File: src/rtl/uartTxPkg.sv
package uartTxPkg;

  typedef struct packed {
    logic [1:0] wordSel;
    logic       stopLong;
    logic       parEnable;
    logic       parEven;
    logic       parStick;
    logic       parFromData;
  } lineCfgT;

  // strobes from the sequencer to the datapath
  typedef struct packed {
    logic load;     // capture data and line control
    logic sendLow;  // drive the start level
    logic sendData; // drive the next data bit and shift
    logic sendPar;  // drive the parity bit
    logic sendHigh; // drive the stop / idle level
  } txStrobesT;

  typedef enum logic [2:0] {
    ST_IDLE, ST_ARM, ST_START, ST_DATA, ST_PAR, ST_STOP
  } txStateT;

endpackage

File: src/rtl/uartTxDatapath.sv
module uartTxDatapath
  import uartTxPkg::*;
#(
  parameter int DATA_W = 9
) (
  input  logic              clk,
  input  logic              rstN,
  input  txStrobesT         strb,
  input  logic [DATA_W-1:0] dataIn,
  input  lineCfgT           cfgIn,
  output lineCfgT           cfgQ,
  output logic              txOut
);

  localparam int MAX_WORD = DATA_W - 1;
  localparam int LEN_W    = $clog2(MAX_WORD + 1);

  logic [MAX_WORD-1:0] shReg;
  logic [MAX_WORD-1:0] wordMask;
  logic [MAX_WORD-1:0] maskedData;
  logic [LEN_W-1:0]    wordBits;
  logic                parBit;
  logic                parNext;
  logic                txReg;

  assign wordBits = LEN_W'(5) + LEN_W'(cfgIn.wordSel);

  // mask off the data bits above the selected word length
  generate
    for (genvar i = 0; i < MAX_WORD; i++) begin : gMask
      assign wordMask[i] = (i < int'(wordBits));
    end
  endgenerate

  assign maskedData = dataIn[MAX_WORD-1:0] & wordMask;

  // parity select: supplied bit first, then forced value, then computed value
  always_comb begin
    if (cfgIn.parFromData)   parNext = dataIn[DATA_W-1];
    else if (cfgIn.parStick) parNext = ~cfgIn.parEven;
    else if (cfgIn.parEven)  parNext = ^maskedData;
    else                     parNext = ~(^maskedData);
  end

  always_ff @(posedge clk or negedge rstN) begin
    if (!rstN) begin
      shReg  <= '0;
      parBit <= 1'b0;
      cfgQ   <= '0;
    end else if (strb.load) begin
      shReg  <= maskedData;
      parBit <= parNext;
      cfgQ   <= cfgIn;
    end else if (strb.sendData) begin
      shReg  <= shReg >> 1;
    end
  end

  always_ff @(posedge clk or negedge rstN) begin
    if (!rstN)              txReg <= 1'b1;
    else if (strb.sendLow)  txReg <= 1'b0;
    else if (strb.sendData) txReg <= shReg[0];
    else if (strb.sendPar)  txReg <= parBit;
    else if (strb.sendHigh) txReg <= 1'b1;
  end

  assign txOut = txReg;

  // captured line control only changes when a new frame is loaded
  a_r13_cfg_held : assert property (@(posedge clk) disable iff (!rstN)
    !strb.load |=> $stable(cfgQ));

  // the start level is entered from the high level only
  a_r2_low_from_high : assert property (@(posedge clk) disable iff (!rstN)
    strb.sendLow |=> ($past(txReg) == 1'b1) && !txReg);

endmodule

File: src/rtl/uartTxControl.sv
module uartTxControl
  import uartTxPkg::*;
#(
  parameter int DATA_W   = 9,
  parameter int OVS_RATE = 16
) (
  input  logic      clk,
  input  logic      rstN,
  input  logic      startIn,
  input  logic      bitTick,
  input  logic      ovsTick,
  input  lineCfgT   cfgQ,
  output txStrobesT strb,
  output logic      busy,
  output logic      done
);

  localparam int MAX_WORD = DATA_W - 1;
  localparam int CNT_W    = $clog2(MAX_WORD + 1);
  localparam int HALF_OVS = (OVS_RATE * 3) / 2;
  localparam int OVS_W    = $clog2(HALF_OVS + 1);

  txStateT          state, stateNext;
  logic [CNT_W-1:0] sentCnt, sentNext;
  logic [OVS_W-1:0] ovsCnt, ovsNext;
  logic             stopCnt, stopNext;
  logic             doneNext;
  logic [CNT_W-1:0] wordBits;
  logic             halfStop;

  assign wordBits = CNT_W'(5) + CNT_W'(cfgQ.wordSel);
  assign halfStop = cfgQ.stopLong && (cfgQ.wordSel == 2'b00);

  always_comb begin
    stateNext = state;
    sentNext  = sentCnt;
    ovsNext   = ovsCnt;
    stopNext  = stopCnt;
    doneNext  = 1'b0;
    strb      = '0;
    unique case (state)
      ST_IDLE: begin
        if (startIn) begin
          strb.load = 1'b1;
          stateNext = ST_ARM;
        end
      end
      ST_ARM: begin
        if (bitTick) begin
          strb.sendLow = 1'b1;
          stateNext    = ST_START;
        end
      end
      ST_START: begin
        if (bitTick) begin
          strb.sendData = 1'b1;
          sentNext      = CNT_W'(1);
          stateNext     = ST_DATA;
        end
      end
      ST_DATA: begin
        if (bitTick) begin
          if (sentCnt != wordBits) begin
            strb.sendData = 1'b1;
            sentNext      = sentCnt + CNT_W'(1);
          end else if (cfgQ.parEnable) begin
            strb.sendPar = 1'b1;
            stateNext    = ST_PAR;
          end else begin
            strb.sendHigh = 1'b1;
            stopNext      = 1'b0;
            ovsNext       = '0;
            stateNext     = ST_STOP;
          end
        end
      end
      ST_PAR: begin
        if (bitTick) begin
          strb.sendHigh = 1'b1;
          stopNext      = 1'b0;
          ovsNext       = '0;
          stateNext     = ST_STOP;
        end
      end
      ST_STOP: begin
        if (halfStop) begin
          if (ovsTick) begin
            if (ovsCnt == OVS_W'(HALF_OVS - 1)) begin
              stateNext = ST_IDLE;
              doneNext  = 1'b1;
            end else begin
              ovsNext = ovsCnt + OVS_W'(1);
            end
          end
        end else if (bitTick) begin
          if (cfgQ.stopLong && !stopCnt) begin
            stopNext = 1'b1;
          end else begin
            stateNext = ST_IDLE;
            doneNext  = 1'b1;
          end
        end
      end
      default: stateNext = ST_IDLE;
    endcase
  end

  always_ff @(posedge clk or negedge rstN) begin
    if (!rstN) begin
      state   <= ST_IDLE;
      sentCnt <= '0;
      ovsCnt  <= '0;
      stopCnt <= 1'b0;
      done    <= 1'b0;
    end else begin
      state   <= stateNext;
      sentCnt <= sentNext;
      ovsCnt  <= ovsNext;
      stopCnt <= stopNext;
      done    <= doneNext;
    end
  end

  assign busy = (state != ST_IDLE);

  // completion pulse lasts one cycle
  a_r12_done_single : assert property (@(posedge clk) disable iff (!rstN)
    done |=> !done);

  // busy drops exactly when done appears
  a_r12_busy_fall : assert property (@(posedge clk) disable iff (!rstN)
    $fell(busy) |-> done);

  // a frame only begins after a start request
  a_r2_busy_rise : assert property (@(posedge clk) disable iff (!rstN)
    $rose(busy) |-> $past(startIn));

  // the data bit counter never passes the selected word length
  a_r3_count_bound : assert property (@(posedge clk) disable iff (!rstN)
    (state == ST_DATA) |-> (sentCnt <= wordBits));

  // the half-bit counter stays within its window
  a_r6_ovs_bound : assert property (@(posedge clk) disable iff (!rstN)
    (state == ST_STOP) |-> (ovsCnt < OVS_W'(HALF_OVS)));

endmodule

File: src/rtl/uartFrameTx.sv
module uartFrameTx
  import uartTxPkg::*;
#(
  parameter int DATA_W   = 9,
  parameter int OVS_RATE = 16
) (
  input  logic              clk,
  input  logic              rstN,
  input  logic              startIn,
  input  logic [DATA_W-1:0] dataIn,
  input  logic [1:0]        wordSel,
  input  logic              stopLong,
  input  logic              parEnable,
  input  logic              parEven,
  input  logic              parStick,
  input  logic              parFromData,
  input  logic              bitTick,
  input  logic              ovsTick,
  output logic              txOut,
  output logic              busy,
  output logic              done
);

  lineCfgT   cfgIn;
  lineCfgT   cfgQ;
  txStrobesT strb;

  assign cfgIn = '{wordSel:     wordSel,
                   stopLong:    stopLong,
                   parEnable:   parEnable,
                   parEven:     parEven,
                   parStick:    parStick,
                   parFromData: parFromData};

  uartTxControl #(.DATA_W(DATA_W), .OVS_RATE(OVS_RATE)) uCtrl (
    .clk     (clk),
    .rstN    (rstN),
    .startIn (startIn),
    .bitTick (bitTick),
    .ovsTick (ovsTick),
    .cfgQ    (cfgQ),
    .strb    (strb),
    .busy    (busy),
    .done    (done)
  );

  uartTxDatapath #(.DATA_W(DATA_W)) uData (
    .clk    (clk),
    .rstN   (rstN),
    .strb   (strb),
    .dataIn (dataIn),
    .cfgIn  (cfgIn),
    .cfgQ   (cfgQ),
    .txOut  (txOut)
  );

  // line rests high whenever no frame is in progress
  a_r1_idle_high : assert property (@(posedge clk) disable iff (!rstN)
    !busy |-> txOut);

  // no completion pulse while a frame is running
  a_r1_done_quiet : assert property (@(posedge clk) disable iff (!rstN)
    busy |-> !done);

endmodule

File: config.mk
export PLATFORM = sky130hd
export DESIGN_NAME = uartFrameTx
export DESIGN_NICKNAME = d
export VERILOG_FILES = /design/src/rtl/uartTxPkg.sv /design/src/rtl/uartTxDatapath.sv /design/src/rtl/uartTxControl.sv /design/src/rtl/uartFrameTx.sv
export SDC_FILE = /design/constraint.sdc
export NUM_CORES = 1
export LEC_CHECK = 0
export ABC_AREA = 0
export BUFFER_PORTS_ARGS = -buffer_cell sky130_fd_sc_hd__buf_2
export CAP_MARGIN = 10
export CORE_MARGIN = 2
export CORE_UTILIZATION = 40
export DETAILED_ROUTE_END_ITERATION = 6
export PLACE_DENSITY_LB_ADDON = 0.3
export SYNTH_ARGS = -nofsm -noshare
export SYNTH_HDL_FRONTEND = slang
export SYNTH_SLANG_ARGS = --single-unit
File: constraint.sdc
create_clock -name clk -period 2.54 [get_ports clk]
set_input_delay 0.381 -clock clk [delete_from_list [all_inputs] [get_ports clk]]
set_output_delay 0.381 -clock clk [all_outputs]
set_load 0.01 [all_outputs]
# Word level (Yosys, flattened, before mapping)
# Cells that the tools add are included.
word_totals:
  register_bits: 28
  inputBits: 21
  output_inout_bits: 3
  word_cells: 126
classes:
  n_addsub: 4
  n_lt_le_gt_ge: 8
  n_eq_ne: 25
  muxes: 60
  n_bitwise: 3
  n_reduce_logical: 15
op_table:
  columns: ["operator", "n"]
  rows:
  - ["$mux W3", 12]
  - ["$mux W5", 7]
  - ["$mux W1", 29]
  - ["$ne A2 B2 Y1 const B", 11]
  - ["$pmux W3 S6", 1]
  - ["$lt A3 B4 Y1 const A", 4]
  - ["$mux W8", 2]
  - ["$reduce_and A8 Y1", 2]
  - ["$pmux W5 S3", 1]
  - ["$mux W4", 3]
  - ["$reduce_and A10 Y1", 1]
  - ["$add A3 B2 Y4 const A", 2]
  - ["$and A8 B8 Y8", 1]
  - ["$lt A1 B4 Y1 const A", 2]
  - ["$lt A2 B4 Y1 const A", 2]
  - ["$pmux W4 S2", 1]
  - ["$reduce_xor A8 Y1", 1]
  - ["$eq A3 B2 Y1 const B", 2]
  - ["$eq A3 B3 Y1 const B", 2]
  - ["$ne A2 B1 Y1 const B", 3]
  - ["$ne A3 B2 Y1 const B", 2]
  - ["$ne A3 B3 Y1 const B", 2]
  - ["$reduce_bool A3 Y1", 2]
  - ["$add A5 B1 Y5 const B", 1]
  - ["other kinds (15)", 19]

# Longest topological paths before layout
# Gate-level depths: netlist of the first run.
depth:
  depth_word: 9
  depth_mapped: 8
  mapped_depth_nobuf: 7

# Hierarchy
# A second synthesis of the first run with hierarchy kept.
unflattened:
  hier_cells: 187
  hier_area_um2: 1858.0
modules_own_cells:
  columns: ["mod", "n_inst", "cells_per_inst", "area_each_um2", "seq_area_each_um2"]
  rows:
  - ["uartTxControl", 1, 111, 965.9, 350.3]
  - ["uartTxDatapath", 1, 76, 892.1, 426.7]

# Worst setup path before layout of the first run
# No wires, ideal clock.
synth_timing:
  path_kind: "flip-flop to flip-flop"
  from: "reg, netlist name uData.cfgQ[5]"
  to: "reg uCtrl.state[0]"
  setup_ns: 0.125
  arrival_ns: 1.937
  required_ns: 2.415
  setup_slack_ns: 0.478
  path_stages_with_launch: 9
  n_path_buf: 1
  synth_period_minus_slack_ns: 2.062
  path_cell_list: "dfrtp_1 > inv_1 > ha_1 > xnor2_1 > o211ai_2 > and2_4 > buf_6 > a211oi_2 > mux2_2"
synth_via:
  elab_chain_cells: 4
  word_cells_on_any_way: 12
  cone_classes: "add/sub: 1; eq/ne: 6; mux: 2; reduce/logical: 3"
synth_lines:
  columns: ["element", "line_no", "source"]
  rows:
  - ["$add A3 B2 Y4 or $logic_not A2 Y1 (tied branches)", "uartTxControl.sv:31, uartTxControl.sv:32", null]
  - ["$ne A4 B4 Y1 or $logic_and A1 B1 Y1 (tied branches)", "uartTxControl.sv:63, uartTxControl.sv:32", null]
  - ["$ne A2 B2 Y1 (no source line) (tied with other cells)", null, null]
  - ["$reduce_and A10 Y1 (no source line) or $pmux W3 S6 (tied branches)", null, null]
  - ["end signal, assigned", "uartTxControl.sv:116", "state <= stateNext;"]
  - ["end, declared", "uartTxControl.sv:23", "txStateT state, stateNext;"]
# Parallel ways exist; a longest one is shown, timed or not.
# A chain may end at the register's enable or synchronous reset.

# Worst setup path in the final report of the first run
layout_timing:
  from: "reg, netlist name uData.cfgQ[5]"
  to: "reg uCtrl.state[0]"
layout_via:
  elab_chain_cells: 4
  word_cells_on_any_way: 12
  cone_classes: "add/sub: 1; eq/ne: 6; mux: 2; reduce/logical: 3"
layout_lines:
  columns: ["element", "line_no"]
  rows:
  - ["$add A3 B2 Y4 or $logic_not A2 Y1 (tied branches)", "uartTxControl.sv:31, uartTxControl.sv:32"]
  - ["$ne A4 B4 Y1 or $logic_and A1 B1 Y1 (tied branches)", "uartTxControl.sv:63, uartTxControl.sv:32"]
  - ["$ne A2 B2 Y1 (no source line) (tied with other cells)", null]
  - ["$reduce_and A10 Y1 (no source line) or $pmux W3 S6 (tied branches)", null]
# Parallel ways exist; a longest one is shown, timed or not.

==> summary.txt, run 1 <==
Synthesis
  – Post-synthesis register bit count: 28
  – Most frequent cells after synthesis: sky130_fd_sc_hd__dfrtp_1, sky130_fd_sc_hd__nor2_1, sky130_fd_sc_hd__a21oi_1, sky130_fd_sc_hd__nand2_1, sky130_fd_sc_hd__mux2i_1
  – Average cell area after synthesis: 10.06 um2
  – Primary flip-flop cell chosen by synthesis mapping: sky130_fd_sc_hd__dfrtp_1
  – Share of synthesized registers carrying an async set or reset: 100.0%
  – Mapped Nets: 200
  – Cells after synthesis: 175
  – Sequential share of the synthesized area: 39.87%
  – Portion of synthesized cell area occupied by the leading cell type: 38.38%
  – EDFF count, synth: 0
  – Combined area of all synthesized cells: 1760 um2
  – Count of different cell masters after synthesis: 56
  – Most common cell in the synthesized netlist: sky130_fd_sc_hd__dfrtp_1
  – Most area-hungry cell type in the Yosys netlist: sky130_fd_sc_hd__dfrtp_1
  – Leading cell types by total area after synthesis: sky130_fd_sc_hd__dfrtp_1, sky130_fd_sc_hd__mux2i_1, sky130_fd_sc_hd__a21oi_1, sky130_fd_sc_hd__buf_6, sky130_fd_sc_hd__mux2_2
  – Count of synthesis-stage warnings from yosys: 0

Worst setup path
  – Reg-to-reg startpoint: uData.cfgQ[5]$_DFFE_PN0P_
  – Critical Path Source Type: flop
  – Type of element capturing the critical path: flop
  – Class of the most critical setup path: reg -> reg
  – Arrival time at the worst endpoint: 2.25 ns
  – Maximum fanout count along the critical path: 6
  – CP required: 2.71 ns
  – Critical path origin: uData.cfgQ[5]$_DFFE_PN0P_

Layout
  – Final instance count without filler cells: 248
  – Fin nets: 222
  – Share of cells above drive strength 1: 26.02%
  – Synthesis-to-finish area growth: 10.45%
  – Filler Cells Inserted: 416
  – Diodes inserted: 0

Pwr
  – Worst voltage drop across the vdd grid: 0.0003420 V
  – Leak: 0.9117 nW
  – Power per Cell Area: 1027 nW/um2

Hold path
  – Hold WC Path Type: in -> async

Placed design
  – Total placed cells including tap cells: 244
  – Gp weighted congestion: 0.7507
  – Number of buffers added on ports: 23
  – Placed wire-length estimate after detailed placement: 2557 um

Floorplan
  – Starting density of the core: 41.00%
  – DIE HEIGHT: 70.34 um
  – I/O pin count: 24
  – Core Area: 4294 um2
  – Die footprint: 4948 um2
  – Std cell rows: 24
  – Die Wd: 70.34 um

Global routing
  – Largest net degree at the start of global routing: 29
  – Wire length of the first global-routing pass: 5989 um
  – Via count of the first global-routing pass: 1293
  – Number of antenna violations at the first check in global routing: 0
  – Global-route congestion overflow total: 0
  – Combined global-route utilization of all metal layers: 14.90%

STA
  – Total Neg Setup Slack: 0 ns
  – Slew @ Worst Pin: 0.6225 ns
  – Count of final setup violators: 0
  – Final hold violation count: 0
  – Max-slew violation total from the final report: 0
  – Unrepaired setup endpoints after global routing: no
  – Fin crit share: 81.99%
  – Highest clock frequency the design can meet: 480.2 MHz
  – Crit path time final: 2.083 ns
  – Slew Limit Headroom: 58.50%
  – Skew final: 0.003265 ns

Clock tree
  – H-tree lvl count: 1
  – Number of buffers created by CTS: 3
  – Number of cells upsized or downsized after cts: 0
  – Number of buffers between clock root and the deepest sink: 2
  – Number of buffers inserted for hold repair after clock tree synthesis: 0
  – CTS tree: done
  – Number of buffers inserted by post-CTS setup repair: 0
  – Library cell used as clock root buffer: sky130_fd_sc_hd__clkbuf_8
  – Clk sink count: 28
  – Clock transition at path regs: 0.09 ns
  – Clk Latency, worst-skew pair: 0.27 ns

Routing
  – Final ANT Viol Nets: 0
  – Vias per std cell: 5.331
  – Number of detailed-route iterations in the first pass: 4
  – First DRT Iteration DRCs: 82
  – Avg WL per Cell: 13.48 um
  – Post-detailed-routing wire length: 3344 um
  – Via total after detailed routing: 1322
  – Count of unresolved DRC violations after routing: 0

Run
  – Number of max-cap violations: 0

Run status
  – Status: complete, no violations
-- layout by cell type, fill, tap and decap left out, drive strengths merged, types with 2 or more instances in the layout --
cell,instances
ha,4
a21oi,12
nor3b,2
nand3b,2
mux2i,9
and3,2
xnor2,3
nor3,5
and2,3
a21o,2
mux2,5
and4b,2
xor2,5
nand2,12
nand4,3
nor2,14
nand2b,3
nand3,5
a211oi,2
a31oi,2
inv,7
o211ai,4
and3b,2
and2b,2
dfrtp,27
buf,26
o21ai,9
o31ai,2
clkbuf,4
-- layout make-up --
class	count	area, um2	share of cell area, %
multi-input combinational	131	958.4	49.29
clock buffer	4	55.05	2.831
timing repair buffer	26	137.6	7.079
tap	52	65.06	3.346
inverter	7	26.28	1.351
sequential	28	701.9	36.10
-- power breakdown --
part	internal (W)	switching, W	total, W	leakage, nW
Combinational	0.000459	0.000473	0.000932	0.531
Sequential	0.000623	0.000169	0.000792	0.352
Clock	0.000139	0.000134	0.000272	0.0288
-- through the flow --
step	hold WS [ns]	area, um2	power [W]	utilization [%]	setup WS [ns]
6_report	0.1137	1944	0.001996	45.28	0.4575
5_1_grt	0.1527	1944	0.002182	45.28	0.3205
4_1_cts	0.1333	1944	0.002021	45.28	0.4410
3_5_place_dp	0.4433	1889	0.001739	44.00	0.4525
3_3_place_gp	0.4437	1889	0.001718	44.00	0.5017
2_1_floorplan	0.08541	1760	0.001560	-	0.4780
-- final timing paths --
kind	to	slack (ns)	depth (start not counted)
min in group clk	uData.cfgQ[3]$_DFFE_PN0P_	0.34	2
max	uCtrl.state[0]$_DFFE_PN0P_	0.46	7
max reg2reg	uCtrl.state[0]$_DFFE_PN0P_	0.46	7
min	uCtrl.state[1]$_DFFE_PN0P_	0.11	1
min reg2reg	uCtrl.ovsCnt[4]$_DFFE_PN0P_	0.48	1
max in group asynchronous	uCtrl.sentCnt[1]$_DFFE_PN0P_	2.02	1
-- kinds of logic (layout without fill, tap and decap cells) --
logic type,count (synthesis),count (layout),share of synthesized area [%]
and+or+nand+nor,59,59,18.69
AOI/OAI and AO/OA,45,45,19.33
DFF,28,28,39.87
buffers and inverters,16,37,5.686
muxes,14,14,8.316
xor gates and xnor gates,9,9,5.259
adders and majority gates,4,4,2.843
-- registers in the layout, summed over array words and instances (netlist names) --
signal,cells
uCtrl.done,1
uCtrl.ovsCnt,5
uCtrl.sentCnt,4
uCtrl.state,3
uCtrl.stopCnt,1
uData.cfgQ,4
uData.parBit,1
uData.shReg,8
uData.txOut,1
-- worst max-delay path, cell delays in order, from the launching register on --
cell	delay, ns
sky130_fd_sc_hd__dfrtp_1	0.40
sky130_fd_sc_hd__inv_1	0.06
sky130_fd_sc_hd__ha_1	0.30
sky130_fd_sc_hd__xnor2_1	0.23
sky130_fd_sc_hd__o211ai_2	0.18
sky130_fd_sc_hd__and2_4	0.22
sky130_fd_sc_hd__a211oi_2	0.24
sky130_fd_sc_hd__mux2_2	0.35
-- layer usage --
metal	track usage (%)	vias up	routed length, um
met5	0	-	0
met4	4.060	0	40
met3	3.319	4	118
met2	22.85	25	1503
met1	21.15	620	1681
li1	-	673	-
Power figures use the tool's default switching activity.
==> run 2, diff against run 1 <==
- clock period: 2.54 -> 2.1 ns (I/O delays scaled with it)
==> summary.txt, run 2 (same netlist as run 1, synthesis figures left out) <==
Worst setup path
  – FF-to-FF setup slack: 0.13 ns
  – Crit-path max cell delay: 0.42 ns
  – Class of the most critical setup path: reg -> reg
  – Critical Path Source Type: flop
  – Critical path origin: uData.cfgQ[5]$_DFFE_PN0P_
  – Arrival time at the worst endpoint: 2.15 ns
  – CP required: 2.28 ns
  – Worst-path cell with the longest stage delay: sky130_fd_sc_hd__dfrtp_1
  – Type of element capturing the critical path: flop
  – Maximum fanout count along the critical path: 6
  – Sequence of cells on the critical path: ha_1 -> nor3b_2 -> o211ai_2 -> and2_4 -> a211oi_4 -> mux2_2
  – Number of cell instances on the worst register-to-register path: 6
  – Critical register-to-register path endpoint: uCtrl.state[0]$_DFFE_PN0P_
  – Reg-to-reg startpoint: uData.cfgQ[5]$_DFFE_PN0P_

Placed design
  – Gp weighted congestion: 0.8077
  – Post-Place Worst Slack: -0.009206 ns
  – Cell Area, Placed: 1927 um2
  – Number of buffers added on ports: 23
  – Placed wire-length estimate after detailed placement: 2560 um
  – Total placed cells including tap cells: 249

Floorplan
  – Die Wd: 70.34 um
  – Starting density of the core: 41.00%
  – Std cell rows: 24
  – DIE HEIGHT: 70.34 um
  – Core Area: 4294 um2
  – Die footprint: 4948 um2
  – I/O pin count: 24

Layout
  – Share of cells above drive strength 1: 30.39%
  – Register ranked first by flip-flop count: uData.shReg
  – Synthesis-to-finish area growth: 15.85%
  – Most common library cell in the layout ignoring fill and taps: sky130_fd_sc_hd__dfrtp_1
  – Highest-count cells in the layout ignoring fill and taps: sky130_fd_sc_hd__dfrtp_1, sky130_fd_sc_hd__buf_2, sky130_fd_sc_hd__nor2_1, sky130_fd_sc_hd__nand2_1, sky130_fd_sc_hd__a21oi_1
  – Fin nets: 230
  – Diodes inserted: 0
  – Filler Cells Inserted: 404
  – Total non-filler cell area in the finished layout: 2039 um2
  – Final instance count without filler cells: 256
  – Number of flip-flops in the largest register: 8
  – Leading registers by flop count: uData.shReg: 8 flops, uCtrl.ovsCnt: 5 flops

Clock tree
  – Number of buffers between clock root and the deepest sink: 2
  – Number of buffers inserted for hold repair after clock tree synthesis: 0
  – H-tree lvl count: 1
  – Number of buffers created by CTS: 3
  – Clock transition at path regs: 0.10 ns
  – Clk sink count: 28
  – Clk Latency, worst-skew pair: 0.28 ns
  – Library cell used as clock root buffer: sky130_fd_sc_hd__clkbuf_8
  – CTS tree: done

Routing
  – Post-detailed-routing wire length: 3391 um
  – Number of detailed-route iterations in the first pass: 4
  – Via total after detailed routing: 1353
  – Avg WL per Cell: 13.25 um
  – Count of unresolved DRC violations after routing: 0
  – Final ANT Viol Nets: 0
  – First DRT Iteration DRCs: 42
  – Vias per std cell: 5.285

Run
  – Number of max-cap violations: 0

Global routing
  – Largest net degree at the start of global routing: 29
  – Combined global-route utilization of all metal layers: 14.40%
  – Via count of the first global-routing pass: 1247
  – Global-route congestion overflow total: 0
  – Number of antenna violations at the first check in global routing: 0
  – Wire length of the first global-routing pass: 5782 um

STA
  – Slew Limit Headroom: 44.70%
  – Skew final: 0.01486 ns
  – Slew @ Worst Pin: 0.8224 ns
  – Crit path time final: 1.972 ns
  – Count of final setup violators: 0
  – Max-slew violation total from the final report: 0
  – Worst hold slack: 0.02938 ns
  – Fin crit share: 93.92%
  – Unrepaired setup endpoints after global routing: no
  – Final worst-path setup slack: 0.1276 ns
  – Highest clock frequency the design can meet: 507.0 MHz
  – Final hold violation count: 0

Run status
  – Status: complete, no violations

Pwr
  – Power per Cell Area: 1268 nW/um2
  – Worst voltage drop across the vdd grid: 0.0004004 V
  – Leak: 0.9564 nW

Hold path
  – Hold WC Path Type: in -> async
[run 2: per-layer routing]
layer  vias to the layer above  global-route usage (%)  share of wire, %
met5                         -                       0                 0
met4                         0                   3.205              0.80
met3                         5                   3.030               4.4
met2                        29                   22.01                46
met1                       627                   20.91                49
li1                        692                       -                 -
[run 2: how the worst max path moves through the flow]
stage,endpoint,slack (ns),cells after the start
final,uCtrl.state[0]$_DFFE_PN0P_,0.13,6
after global routing,uCtrl.state[0]$_DFFE_PN0P_,0.006,6
after CTS,uCtrl.state[0]$_DFFE_PN0P_,0.02,7
after detailed placement,uCtrl.state[0]$_DFFE_PN0P_,-0.009,7
after global placement,uCtrl.state[0]$_DFFE_PN0P_,0.07,7
after floorplan,uCtrl.state[0]$_DFFE_PN0P_,0.04,8
[run 2: report_power, final]
| part | total (W) | switching, W | internal, W |
|---|---|---|---|
| Combinational | 0.00132 | 0.000652 | 0.000669 |
| Clock | 0.000335 | 0.000168 | 0.000168 |
| Sequential | 0.000929 | 0.000178 | 0.000751 |
[run 2: through the flow]
stage | util, % | setup TNS (ns) | total power [W]
finish | 47.49 | 0 | 0.002586
global route | 47.49 | 0 | 0.002805
CTS | 46.33 | 0 | 0.002513
detailed placement | 44.87 | -0.009206 | 0.002144
global placement | 44.87 | 0 | 0.002120
floorplan | - | 0 | 0.001887
[run 2: timing repair]
action / CTS / global route
pin swaps: 0 / 5
cloned: 0 / 1
gates resized for setup: 1 / 5
buffers inserted: 0 / 2
setup endpoints to repair: 1 / 4
[run 2: worst max-delay path: cells and delay by family, from the launching register on]
kind                     cells  cell delay (ns)
AND/OR/NAND/NOR              2             0.46
multiplexers                 1             0.36
AO/OA/AOI/OAI                2             0.40
flip-flops                   1             0.42
adder cells (fa/ha/maj)      1             0.24
[run 2: area by class of cell]
cell class,count,area [um2],area share [%]
Timing Repair Buffer,34,198.9,9.755
Tap cell,52,65.06,3.190
Clock buffer,4,55.05,2.699
Multi-Input combinational cell,131,992.2,48.65
Sequential cell,28,701.9,34.42
Inverter,7,26.28,1.288
==> run 3, diff against run 2 <==
- clock period: 2.1 -> 2.4 ns (I/O delays scaled with it)
==> summary.txt, run 3 (same netlist as run 1, synthesis figures left out) <==
Floorplan
  – Die footprint: 4948 um2
  – Die Wd: 70.34 um
  – Starting density of the core: 41.00%
  – I/O pin count: 24
  – Core Area: 4294 um2
  – Std cell rows: 24
  – DIE HEIGHT: 70.34 um

Pwr
  – Switch Pwr: 0.0008198 W
  – Sequential cell fraction of total power: 39.6%
  – Int Power: 0.001292 W
  – Worst voltage drop across the vdd grid: 0.0004041 V
  – Proportion of power drawn by combinational gates: 46.6%
  – Power per Cell Area: 1086 nW/um2
  – Switching power share of the total: 38.83%
  – Leak: 0.9117 nW
  – Clock share of power: 13.8%

Worst setup path
  – Maximum fanout count along the critical path: 6
  – Critical path origin: uData.cfgQ[5]$_DFFE_PN0P_
  – CP required: 2.57 ns
  – Sequence of cells on the critical path: inv_1 -> ha_1 -> xnor2_1 -> o211ai_2 -> and2_4 -> a211oi_2 -> mux2_2
  – Type of element capturing the critical path: flop
  – Arrival time at the worst endpoint: 2.25 ns
  – Class of the most critical setup path: reg -> reg
  – Reg-to-reg startpoint: uData.cfgQ[5]$_DFFE_PN0P_
  – Cell family contributing the most delay on the critical path: compound AO/OA/AOI/OAI gates
  – Worst-path cell with the longest stage delay: sky130_fd_sc_hd__dfrtp_1
  – Crit-path max cell delay: 0.40 ns
  – Critical Path Source Type: flop
  – Total buffers and inverters traversed by the critical path: 1

Clock tree
  – Number of buffers between clock root and the deepest sink: 2
  – Library cell used as clock root buffer: sky130_fd_sc_hd__clkbuf_8
  – Clk Latency, worst-skew pair: 0.27 ns
  – Number of cells upsized or downsized after cts: 0
  – Number of buffers inserted for hold repair after clock tree synthesis: 0
  – H-tree lvl count: 1
  – CTS tree: done
  – Clk sink count: 28
  – Number of buffers inserted by post-CTS setup repair: 0
  – Number of buffers created by CTS: 3
  – Clock transition at path regs: 0.10 ns

Layout
  – Final instance count without filler cells: 248
  – Highest-count cells in the layout ignoring fill and taps: sky130_fd_sc_hd__dfrtp_1, sky130_fd_sc_hd__buf_2, sky130_fd_sc_hd__nor2_1, sky130_fd_sc_hd__nand2_1, sky130_fd_sc_hd__a21oi_1
  – Fin nets: 222
  – Leading registers by flop count: uData.shReg: 8 flops, uCtrl.ovsCnt: 5 flops
  – Filler Cells Inserted: 412
  – Number of flip-flops in the largest register: 8
  – Most common library cell in the layout ignoring fill and taps: sky130_fd_sc_hd__dfrtp_1
  – Register ranked first by flip-flop count: uData.shReg
  – Combined area of the multi-input logic cells: 958.4 um2
  – Reg area: 701.9 um2
  – Synthesis-to-finish area growth: 10.45%
  – Share of cells above drive strength 1: 26.02%
  – Diodes inserted: 0

Hold path
  – Hold WC Path Type: in -> async

STA
  – Skew final: 0.003365 ns
  – Slew @ Worst Pin: 0.6205 ns
  – Total Neg Setup Slack: 0 ns
  – Final hold violation count: 0
  – Crit path time final: 2.078 ns
  – Unrepaired setup endpoints after global routing: no
  – Slew Limit Headroom: 58.63%
  – Count of final setup violators: 0
  – Fin crit share: 86.59%
  – Max-slew violation total from the final report: 0
  – Highest clock frequency the design can meet: 481.2 MHz
  – Final worst-path setup slack: 0.3219 ns

Routing
  – Post-detailed-routing wire length: 3327 um
  – Avg WL per Cell: 13.42 um
  – Vias per std cell: 5.282
  – Count of unresolved DRC violations after routing: 0
  – Final ANT Viol Nets: 0
  – Via total after detailed routing: 1310
  – First DRT Iteration DRCs: 87
  – Number of detailed-route iterations in the first pass: 4

Run status
  – Status: complete, no violations

Global routing
  – Global-route congestion overflow total: 0
  – Combined global-route utilization of all metal layers: 14.51%
  – Wire length of the first global-routing pass: 5802 um
  – Via count of the first global-routing pass: 1244
  – Largest net degree at the start of global routing: 29
  – Number of antenna violations at the first check in global routing: 0

Placed design
  – Post-Place Worst Slack: 0.3184 ns
  – Number of buffers added on ports: 23
  – Gp weighted congestion: 0.7509
  – Placed wire-length estimate after detailed placement: 2536 um
  – Total placed cells including tap cells: 244

Run
  – Number of max-cap violations: 0
## run 3: cell types whose count changed in the layout (fill, tap and decap cells not counted), sizes merged
cell,previous run,this run
buf,34,26
## run 3: power by group through the flow
stage	combinational, W	sequential (W)	clock [W]
global route	0.00110	0.000870	0.000327
detailed placement	0.000992	0.000847	0
global placement	0.000978	0.000841	0
CTS	0.000994	0.000838	0.000304
floorplan	0.000889	0.000762	0
finish	0.000984	0.000835	0.000292
## run 3: final timing paths
check                                                    end  slack, ns  cells after the start
worst min-delay path              uCtrl.state[0]$_DFFE_PN0P_       0.09                      1
max in group asynchronous       uCtrl.sentCnt[1]$_DFFE_PN0P_       1.90                      1
min in group clk                   uData.cfgQ[3]$_DFFE_PN0P_       0.31                      2
worst min register to register   uCtrl.ovsCnt[4]$_DFFE_PN0P_       0.48                      1
worst max register to register    uCtrl.state[0]$_DFFE_PN0P_       0.32                      7
worst max-delay path              uCtrl.state[0]$_DFFE_PN0P_       0.32                      7
## run 3: area by class of cell
cell class | count | area share, %
clock buffer | 4 | 2.831
inverter | 7 | 1.351
multi-input combinational | 131 | 49.29
sequential | 28 | 36.10
tap | 52 | 3.346
timing repair buffer | 26 | 7.079
## run 3: through the flow
stage / util (%) / cell area [um2] / hold slack, ns / power [W]
after floorplan: - / 1760 / 0.06441 / 0.001651
after global placement: 44.00 / 1889 / 0.4227 / 0.001819
after detailed placement: 44.00 / 1889 / 0.4219 / 0.001839
after CTS: 45.28 / 1944 / 0.1144 / 0.002135
after global routing: 45.28 / 1944 / 0.1314 / 0.002301
final: 45.28 / 1944 / 0.08862 / 0.002111
## run 3: metal layers
layer,wire length [um],up-vias,GRT usage (%)
met5,0,-,0
met4,41,0,4.060
met3,158,4,3.608
met2,1479,29,22.01
met1,1648,600,20.53
li1,-,677,-
